## src/rtl/rxbuf_pkg.sv

```systemverilog
package rxbuf_pkg;
    localparam int ENTRIES = 2;
    localparam int PTR_W   = $clog2(ENTRIES);
    // Entry word layout above the data field
    localparam int OFS_BIT9 = 0;
    localparam int OFS_FERR = 1;
    localparam int OFS_OVR  = 2;
    localparam int STAT_W   = 3;

    typedef enum logic [2:0] {
        ST_EMPTY,
        ST_ONE,
        ST_TWO,
        ST_TWO_HELD,
        ST_ONE_HELD
    } occ_state_t;
endpackage

```

## src/rtl/rxbuf_ctrl.sv

```systemverilog
module rxbuf_ctrl
    import rxbuf_pkg::*;
(
    input  logic clk,
    input  logic rst_n,
    input  logic rx_enable,
    input  logic frame_done,
    input  logic start_detected,
    input  logic rd_pop,
    output logic flush,
    output logic push_en,
    output logic push_from_hold,
    output logic pop_en,
    output logic hold_load,
    output logic hold_clear,
    output logic set_ovr
);
    occ_state_t state_q, state_d;

    // State register
    always_ff @(posedge clk or negedge rst_n) begin
        if (!rst_n) begin
            state_q <= ST_EMPTY;
        end else begin
            state_q <= state_d;
        end
    end

    // Next state and outputs
    always_comb begin
        state_d        = state_q;
        flush          = 1'b0;
        push_en        = 1'b0;
        push_from_hold = 1'b0;
        pop_en         = 1'b0;
        hold_load      = 1'b0;
        hold_clear     = 1'b0;
        set_ovr        = 1'b0;
        if (!rx_enable) begin
            flush   = 1'b1;
            state_d = ST_EMPTY;
        end else begin
            unique case (state_q)
                ST_EMPTY: begin
                    if (frame_done) begin
                        push_en = 1'b1;
                        state_d = ST_ONE;
                    end
                end
                ST_ONE: begin
                    pop_en = rd_pop;
                    if (frame_done) begin
                        push_en = 1'b1;
                        state_d = rd_pop ? ST_ONE : ST_TWO;
                    end else if (rd_pop) begin
                        state_d = ST_EMPTY;
                    end
                end
                ST_TWO: begin
                    pop_en = rd_pop;
                    if (frame_done && rd_pop) begin
                        push_en = 1'b1;
                        state_d = ST_TWO;
                    end else if (frame_done) begin
                        hold_load = 1'b1;
                        state_d   = ST_TWO_HELD;
                    end else if (rd_pop) begin
                        state_d = ST_ONE;
                    end
                end
                ST_TWO_HELD: begin
                    pop_en = rd_pop;
                    if (start_detected) begin
                        set_ovr    = 1'b1;
                        hold_clear = 1'b1;
                        state_d    = rd_pop ? ST_ONE : ST_TWO;
                    end else if (rd_pop) begin
                        state_d = ST_ONE_HELD;
                    end
                end
                ST_ONE_HELD: begin
                    pop_en         = rd_pop;
                    push_en        = 1'b1;
                    push_from_hold = 1'b1;
                    hold_clear     = 1'b1;
                    state_d        = rd_pop ? ST_ONE : ST_TWO;
                end
                default: state_d = ST_EMPTY;
            endcase
        end
    end

    // overrun is only ever raised from the fully occupied state
    assert_ovr_from_full_R7: assert property (@(posedge clk) disable iff (!rst_n)
        set_ovr |=> (state_q == ST_TWO || state_q == ST_ONE));

    // a held frame never lingers once a slot is free
    assert_migrate_next_R6: assert property (@(posedge clk) disable iff (!rst_n)
        (state_q == ST_ONE_HELD && rx_enable) |=> (state_q == ST_TWO || state_q == ST_ONE));
endmodule

```

## src/rtl/rxbuf_hold.sv

```systemverilog
module rxbuf_hold
    import rxbuf_pkg::*;
#(
    parameter int DATA_W = 8,
    localparam int EW = DATA_W + STAT_W
) (
    input  logic          clk,
    input  logic          rst_n,
    input  logic          flush,
    input  logic          load,
    input  logic          clear,
    input  logic [EW-1:0] in_word,
    output logic [EW-1:0] held_word,
    output logic          held_valid
);
    always_ff @(posedge clk or negedge rst_n) begin
        if (!rst_n) begin
            held_word  <= '0;
            held_valid <= 1'b0;
        end else if (flush || clear) begin
            held_word  <= '0;
            held_valid <= 1'b0;
        end else if (load) begin
            held_word  <= in_word;
            held_valid <= 1'b1;
        end
    end

    // the third level is never reloaded while occupied
    assert_no_hold_overwrite_R5: assert property (@(posedge clk) disable iff (!rst_n)
        load |-> !held_valid);
endmodule

```

## src/rtl/rxbuf_store.sv

```systemverilog
module rxbuf_store
    import rxbuf_pkg::*;
#(
    parameter int DATA_W = 8,
    localparam int EW = DATA_W + STAT_W
) (
    input  logic          clk,
    input  logic          rst_n,
    input  logic          flush,
    input  logic          push_en,
    input  logic [EW-1:0] push_word,
    input  logic          pop_en,
    input  logic          set_ovr,
    output logic [EW-1:0] head_word,
    output logic          head_valid
);
    logic [PTR_W-1:0] wr_ptr, rd_ptr, tail_ptr;
    logic [EW-1:0]    slot [ENTRIES];
    logic [ENTRIES-1:0] vld;

    assign tail_ptr = wr_ptr - 1'b1;

    always_ff @(posedge clk or negedge rst_n) begin
        if (!rst_n) begin
            wr_ptr <= '0;
            rd_ptr <= '0;
        end else if (flush) begin
            wr_ptr <= '0;
            rd_ptr <= '0;
        end else begin
            if (push_en) wr_ptr <= wr_ptr + 1'b1;
            if (pop_en)  rd_ptr <= rd_ptr + 1'b1;
        end
    end

    for (genvar g = 0; g < ENTRIES; g++) begin : g_slot
        logic [EW-1:0] word_q;
        logic          vld_q;
        logic          wr_hit, rd_hit, ovr_hit;

        assign wr_hit  = push_en && (wr_ptr == PTR_W'(g));
        assign rd_hit  = pop_en  && (rd_ptr == PTR_W'(g));
        assign ovr_hit = set_ovr && (tail_ptr == PTR_W'(g));

        always_ff @(posedge clk or negedge rst_n) begin
            if (!rst_n) begin
                word_q <= '0;
                vld_q  <= 1'b0;
            end else if (flush) begin
                word_q <= '0;
                vld_q  <= 1'b0;
            end else begin
                if (wr_hit) begin
                    word_q <= push_word;
                    vld_q  <= 1'b1;
                end else begin
                    if (ovr_hit) word_q[DATA_W+OFS_OVR] <= 1'b1;
                    if (rd_hit)  vld_q <= 1'b0;
                end
            end
        end

        assign slot[g] = word_q;
        assign vld[g]  = vld_q;
    end

    assign head_word  = vld[rd_ptr] ? slot[rd_ptr] : '0;
    assign head_valid = |vld;

    // a pop always removes a live entry
    assert_pop_has_entry_R3: assert property (@(posedge clk) disable iff (!rst_n)
        pop_en |-> vld[rd_ptr]);

    // a push without pop never lands on a live entry
    assert_no_overflow_R5: assert property (@(posedge clk) disable iff (!rst_n)
        (push_en && !pop_en) |-> !vld[wr_ptr]);

    // the overrun mark lands on a live entry behind the head
    assert_ovr_on_tail_R7: assert property (@(posedge clk) disable iff (!rst_n)
        set_ovr |-> (vld[tail_ptr] && tail_ptr != rd_ptr));
endmodule

```

## src/rtl/rx_frame_buffer.sv

```systemverilog
module rx_frame_buffer
    import rxbuf_pkg::*;
#(
    parameter int DATA_W = 8
) (
    input  logic              clk,
    input  logic              rst_n,
    input  logic              rx_enable,
    input  logic              frame_done,
    input  logic [DATA_W-1:0] frame_data,
    input  logic              frame_bit9,
    input  logic              frame_ferr,
    input  logic              start_detected,
    input  logic              rd_pop,
    output logic [DATA_W-1:0] rx_data,
    output logic              rx_bit9,
    output logic              rx_ferr,
    output logic              rx_ovr,
    output logic              rx_ready
);
    localparam int EW = DATA_W + STAT_W;

    logic flush, push_en, push_from_hold, pop_en, hold_load, hold_clear, set_ovr;
    logic held_valid;
    logic [EW-1:0] new_word, held_word, push_word, head_word;

    assign new_word  = {1'b0, frame_ferr, frame_bit9, frame_data};
    assign push_word = push_from_hold ? held_word : new_word;

    rxbuf_ctrl u_ctrl (
        .clk            (clk),
        .rst_n          (rst_n),
        .rx_enable      (rx_enable),
        .frame_done     (frame_done),
        .start_detected (start_detected),
        .rd_pop         (rd_pop),
        .flush          (flush),
        .push_en        (push_en),
        .push_from_hold (push_from_hold),
        .pop_en         (pop_en),
        .hold_load      (hold_load),
        .hold_clear     (hold_clear),
        .set_ovr        (set_ovr)
    );

    rxbuf_hold #(.DATA_W(DATA_W)) u_hold (
        .clk        (clk),
        .rst_n      (rst_n),
        .flush      (flush),
        .load       (hold_load),
        .clear      (hold_clear),
        .in_word    (new_word),
        .held_word  (held_word),
        .held_valid (held_valid)
    );

    rxbuf_store #(.DATA_W(DATA_W)) u_store (
        .clk        (clk),
        .rst_n      (rst_n),
        .flush      (flush),
        .push_en    (push_en),
        .push_word  (push_word),
        .pop_en     (pop_en),
        .set_ovr    (set_ovr),
        .head_word  (head_word),
        .head_valid (rx_ready)
    );

    assign rx_data = head_word[DATA_W-1:0];
    assign rx_bit9 = head_word[DATA_W+OFS_BIT9];
    assign rx_ferr = head_word[DATA_W+OFS_FERR];
    assign rx_ovr  = head_word[DATA_W+OFS_OVR];

    // a frame accepted into an idle buffer makes data ready next clock
    assert_ready_after_push_R1: assert property (@(posedge clk) disable iff (!rst_n)
        (rx_enable && frame_done && !rx_ready) |=> rx_ready);

    // disable empties the buffer
    assert_flush_R9: assert property (@(posedge clk) disable iff (!rst_n)
        !rx_enable |=> (!rx_ready && !held_valid));

    // an overrun never empties the queue
    assert_ovr_keeps_ready_R7: assert property (@(posedge clk) disable iff (!rst_n)
        set_ovr |=> rx_ready);

    // empty buffer presents a zero head
    assert_empty_zero_R1: assert property (@(posedge clk) disable iff (!rst_n)
        !rx_ready |-> (rx_data == '0 && !rx_bit9 && !rx_ferr && !rx_ovr));
endmodule

```

## config.mk

```make
export PLATFORM = sky130hd
export DESIGN_NAME = rx_frame_buffer
export DESIGN_NICKNAME = d
export VERILOG_FILES = /design/src/rtl/rxbuf_pkg.sv /design/src/rtl/rxbuf_ctrl.sv /design/src/rtl/rxbuf_hold.sv /design/src/rtl/rxbuf_store.sv /design/src/rtl/rx_frame_buffer.sv
export SDC_FILE = /design/constraint.sdc
export NUM_CORES = 1
export LEC_CHECK = 0
export ABC_AREA = 1
export BUFFER_PORTS_ARGS = -buffer_cell sky130_fd_sc_hd__clkbuf_2
export CAP_MARGIN = 10
export CORE_MARGIN = 2
export CORE_UTILIZATION = 41
export CTS_CLUSTER_SIZE = 16
export DETAILED_ROUTE_END_ITERATION = 8
export PLACE_DENSITY = 0.6
export SLEW_MARGIN = 20
export SYNTH_ARGS = -nofsm -noshare
export SYNTH_HDL_FRONTEND = slang
export SYNTH_SLANG_ARGS = --single-unit
```

## constraint.sdc

```tcl
create_clock -name clk -period 1.2 [get_ports clk]
set_input_delay 0.12 -clock clk [delete_from_list [all_inputs] [get_ports clk]]
set_output_delay 0.12 -clock clk [all_outputs]
set_load 0.02 [all_outputs]
```

==> flow_summary.ini <==
[setup_path]
required_ns = 1.08
cp_slowest_cell = dfrtp_1
worst_path_largest_cell_delay_ns = 0.43
critPathBufInv = 4
path_cells = inv_2 -> nand2_2 -> nand2_4 -> clkbuf_16 -> nand2_2 -> inv_2 -> buf_8
critPathArrivalTime_ns = 1.35
cp-start-kind = flop
path_delay_family = flip-flops
critical_path_class = reg -> out
critical_path_peak_fanout = 5
end_kind = output port

[synth]
synth_area_um2 = 2280
yosys-top-cells-area = dfrtp_1 43%, nand2_1 27%, nand3_2 5.3%
synth-main-ff-cell = dfrtp_1
avgSynthCellArea_um2 = 7.19
synth_fa_ha_area_frac = 0
yosys_warnings = 0
syn_inst = 317
synth_top_area_share = 0.428
synth.distinct_cells = 27
yosys.area_share.simple = 0.437
ys_ff_latch = 39
muxShareOfSynthArea = 0
synth-compound-area-share = 0.0439
synth_async_sr_flop_share = 1.00
seq_area_frac_synth = 0.428
synth_edf_count = 0
synth_top_family_by_area = simple AND/OR/NAND/NOR gates
synth_nets = 333
yosys.area.top_type = dfrtp_1
synthTopCellsByCount = 162 x nand2_1, 39 x dfrtp_1, 23 x nand3_1, 22 x inv_1, 13 x a21oi_1
synth_xor_area_frac = 0
synth.most_common_cell = nand2_1

[grt]
overflow = 0
top_usage_layer = met2
grtUsageTotal = 0.211
grt_util_met1 = 0.282
grt_pass1_vias = 2120
antenna_found_initial = 0
met2_usage = 0.357
grt_pass1_wl_um = 10200
gr-usage-met3 = 0.0322
grt_max_degree = 40

[sta]
tightest_slew_ns = 0.421
skew_ns = 0.00447
period_minus_slack_ns = 1.47
layout_setup_ws_ns = -0.275
timing.hold.ws_ns = 0.0775
finalCritPeriodShare = 1.23
relSlewSlack = 0.718
rsz0062_at_grt = yes
finalHoldViolCount = 0
max_freq_mhz = 678
drv_slew = 0
setup_viol = 48
fin_setup_tns_ns = -9.18

[finish]
drive_above_1_share = 0.483
fill_cells = 499
areaGrowthSynthToFinish_pct = 51.9
seq_area_um2 = 980
fin_cells = 455
insertedDiodeCount = 0
final_nets = 398
fin_area_um2 = 3460
multiInputGateArea_um2 = 1560

[clocking]
cts-root-buf = clkbuf_8
clk_latency_ns = 0.29
htree_levels = 2
clockBufferDepth = 2
cts_tree = yes
clock-sinks = 39
numCtsBuffers = 5
clk_pin_slew_ns = 0.08

[pwr]
power_density_nw_per_um2 = 935
p_switching_uw = 1050
internal-power_uw = 2190
p_sw_frac = 0.324
clockPowerShare = 0.268
p_leak_uw = 0.00176
power.total_uw = 3240
p_comb_frac = 0.286
irDropWorstVdd_mv = 0.604
seq_power_share = 0.447

[floorplanning]
core_um2 = 5440
die_h_um = 78.5
top_level_ports = 28
start_util = 0.419
die_area_um2 = 6170
rows = 27
die_width_um = 78.5

[route]
drtIter0Drc = 117
first_pass_iters = 4
drc_errors = 0
via_count = 2226
routed_wl_um = 6130
vias_per_cell = 4.89
wl_per_cell_um = 13.5
drt.antenna.violating_nets = 0

[placement]
place_area_um2 = 2610
portBuffers = 27
hpwl_um = 3610
gp_congestion = 0.814
dp_cells = 426

[status]
failed_checks = setup timing
status = finished, violations left

[min_path]
worst_hold_path_type = in -> reg

[run]
maxCapViolations = 0
==> what timing repair did <==
item	in CTS	in global routing
hold buffers	1	0
cloned	7	2
endpoints found under the hold margin	39	0
setup buffers	5	6
setup endpoints to repair	49	50
gates resized for setup	93	75
pin swaps	29	17
==> path summary, 6_finish.rpt <==
kind	startpoint	to	slack (ns)	depth (start not counted)
min in group asynchronous	rst_n	u_store.g_slot[0].word_q[4]$_DFFE_PN0P_	0.33	3
setup / recovery	u_store.rd_ptr$_DFFE_PN0P_	rx_data[1]	-0.27	7
max in group asynchronous	rst_n	u_ctrl.state_q[0]$_DFFE_PN0P_	0.66	3
setup reg to reg	u_ctrl.state_q[1]$_DFFE_PN0P_	u_hold.held_word[4]$_DFFE_PN0P_	-0.21	7
hold / removal	frame_data[1]	u_hold.held_word[1]$_DFFE_PN0P_	0.08	3
hold reg to reg	u_store.g_slot[1].word_q[5]$_DFFE_PN0P_	u_store.g_slot[1].word_q[5]$_DFFE_PN0P_	0.51	2
==> tightest hold or removal path, delay by kind of cell <==
family | cells | cell delay [ns]
simple gates | 1 | 0.07
compound gates | 1 | 0.05
buf+inv | 1 | 0.09
==> layout by cell type, fill, tap and decap left out <==
master and count:
a21oi_1 2, o21ai_2 2, nor2_1 4, nor2_4 8, nor2_2 1, nand3_2 22
inv_1 9, nand2_8 6, buf_8 11, inv_6 2, clkinv_4 1, inv_4 2
nand3_4 4, nand4_1 2, a21oi_2 11, nor3_4 2, clkinv_2 1, dfrtp_1 36
clkbuf_8 7, inv_2 15, clkbuf_16 1, nand2_4 15, or2_4 1, nand3_1 10
nand2_2 21, dlygate4sd3_1 1, nand2_1 128, o21ai_1 2, dfrtp_2 3, buf_4 21
clkbuf_2 15, clkbuf_1 2, buf_2 1, o21bai_1 1, o211ai_1 1, buf_6 9
buf_12 3
==> per-layer routing <==
metal | vias to the layer above | routed length (um)
li1 | 1128 | -
met1 | 1044 | 2620
met2 | 48 | 3210
met3 | 6 | 245
met4 | 0 | 58
met5 | - | 0
==> cells by family (layout without fill, tap and decap cells) <==
| family | after synthesis | in the layout |
|---|---|---|
| compound gates | 19 | 19 |
| buf+inv | 40 | 101 |
| flops | 39 | 39 |
| simple gates | 219 | 224 |
==> flip-flops by register name (all words and copies together) (netlist names) <==
register	cells
u_hold.held_word	10
u_ctrl.state_q	3
u_store.rd_ptr	1
u_store.g_slot.vld_q	2
u_store.g_slot.word_q	22
u_store.wr_ptr	1
==> power by group through the flow <==
stage / clock (uW) / combinational, uW / sequential (uW)
floorplan: 0 / 370 / 1450
global placement: 0 / 586 / 1460
detailed placement: 0 / 590 / 1460
CTS: 884 / 757 / 1440
global route: 921 / 1010 / 1450
finish: 867 / 925 / 1450
==> metrics by stage <==
stage | util | setup slack (ns)
finish | 0.637 | -0.275
CTS | 0.582 | -0.249
floorplan | - | -0.0614
global route | 0.637 | -0.325
global placement | 0.481 | -0.145
detailed placement | 0.481 | -0.150
==> area by class of cell <==
class,count,area share
clock inverters,1,0.00145
inverters,28,0.0347
repair inverters,1,0.00253
flip-flops and latches,39,0.283
multi-input cells,243,0.449
well taps,72,0.0260
clock buffers,7,0.0220
repair buffers,64,0.181
(Power assumes the default switching activity.)
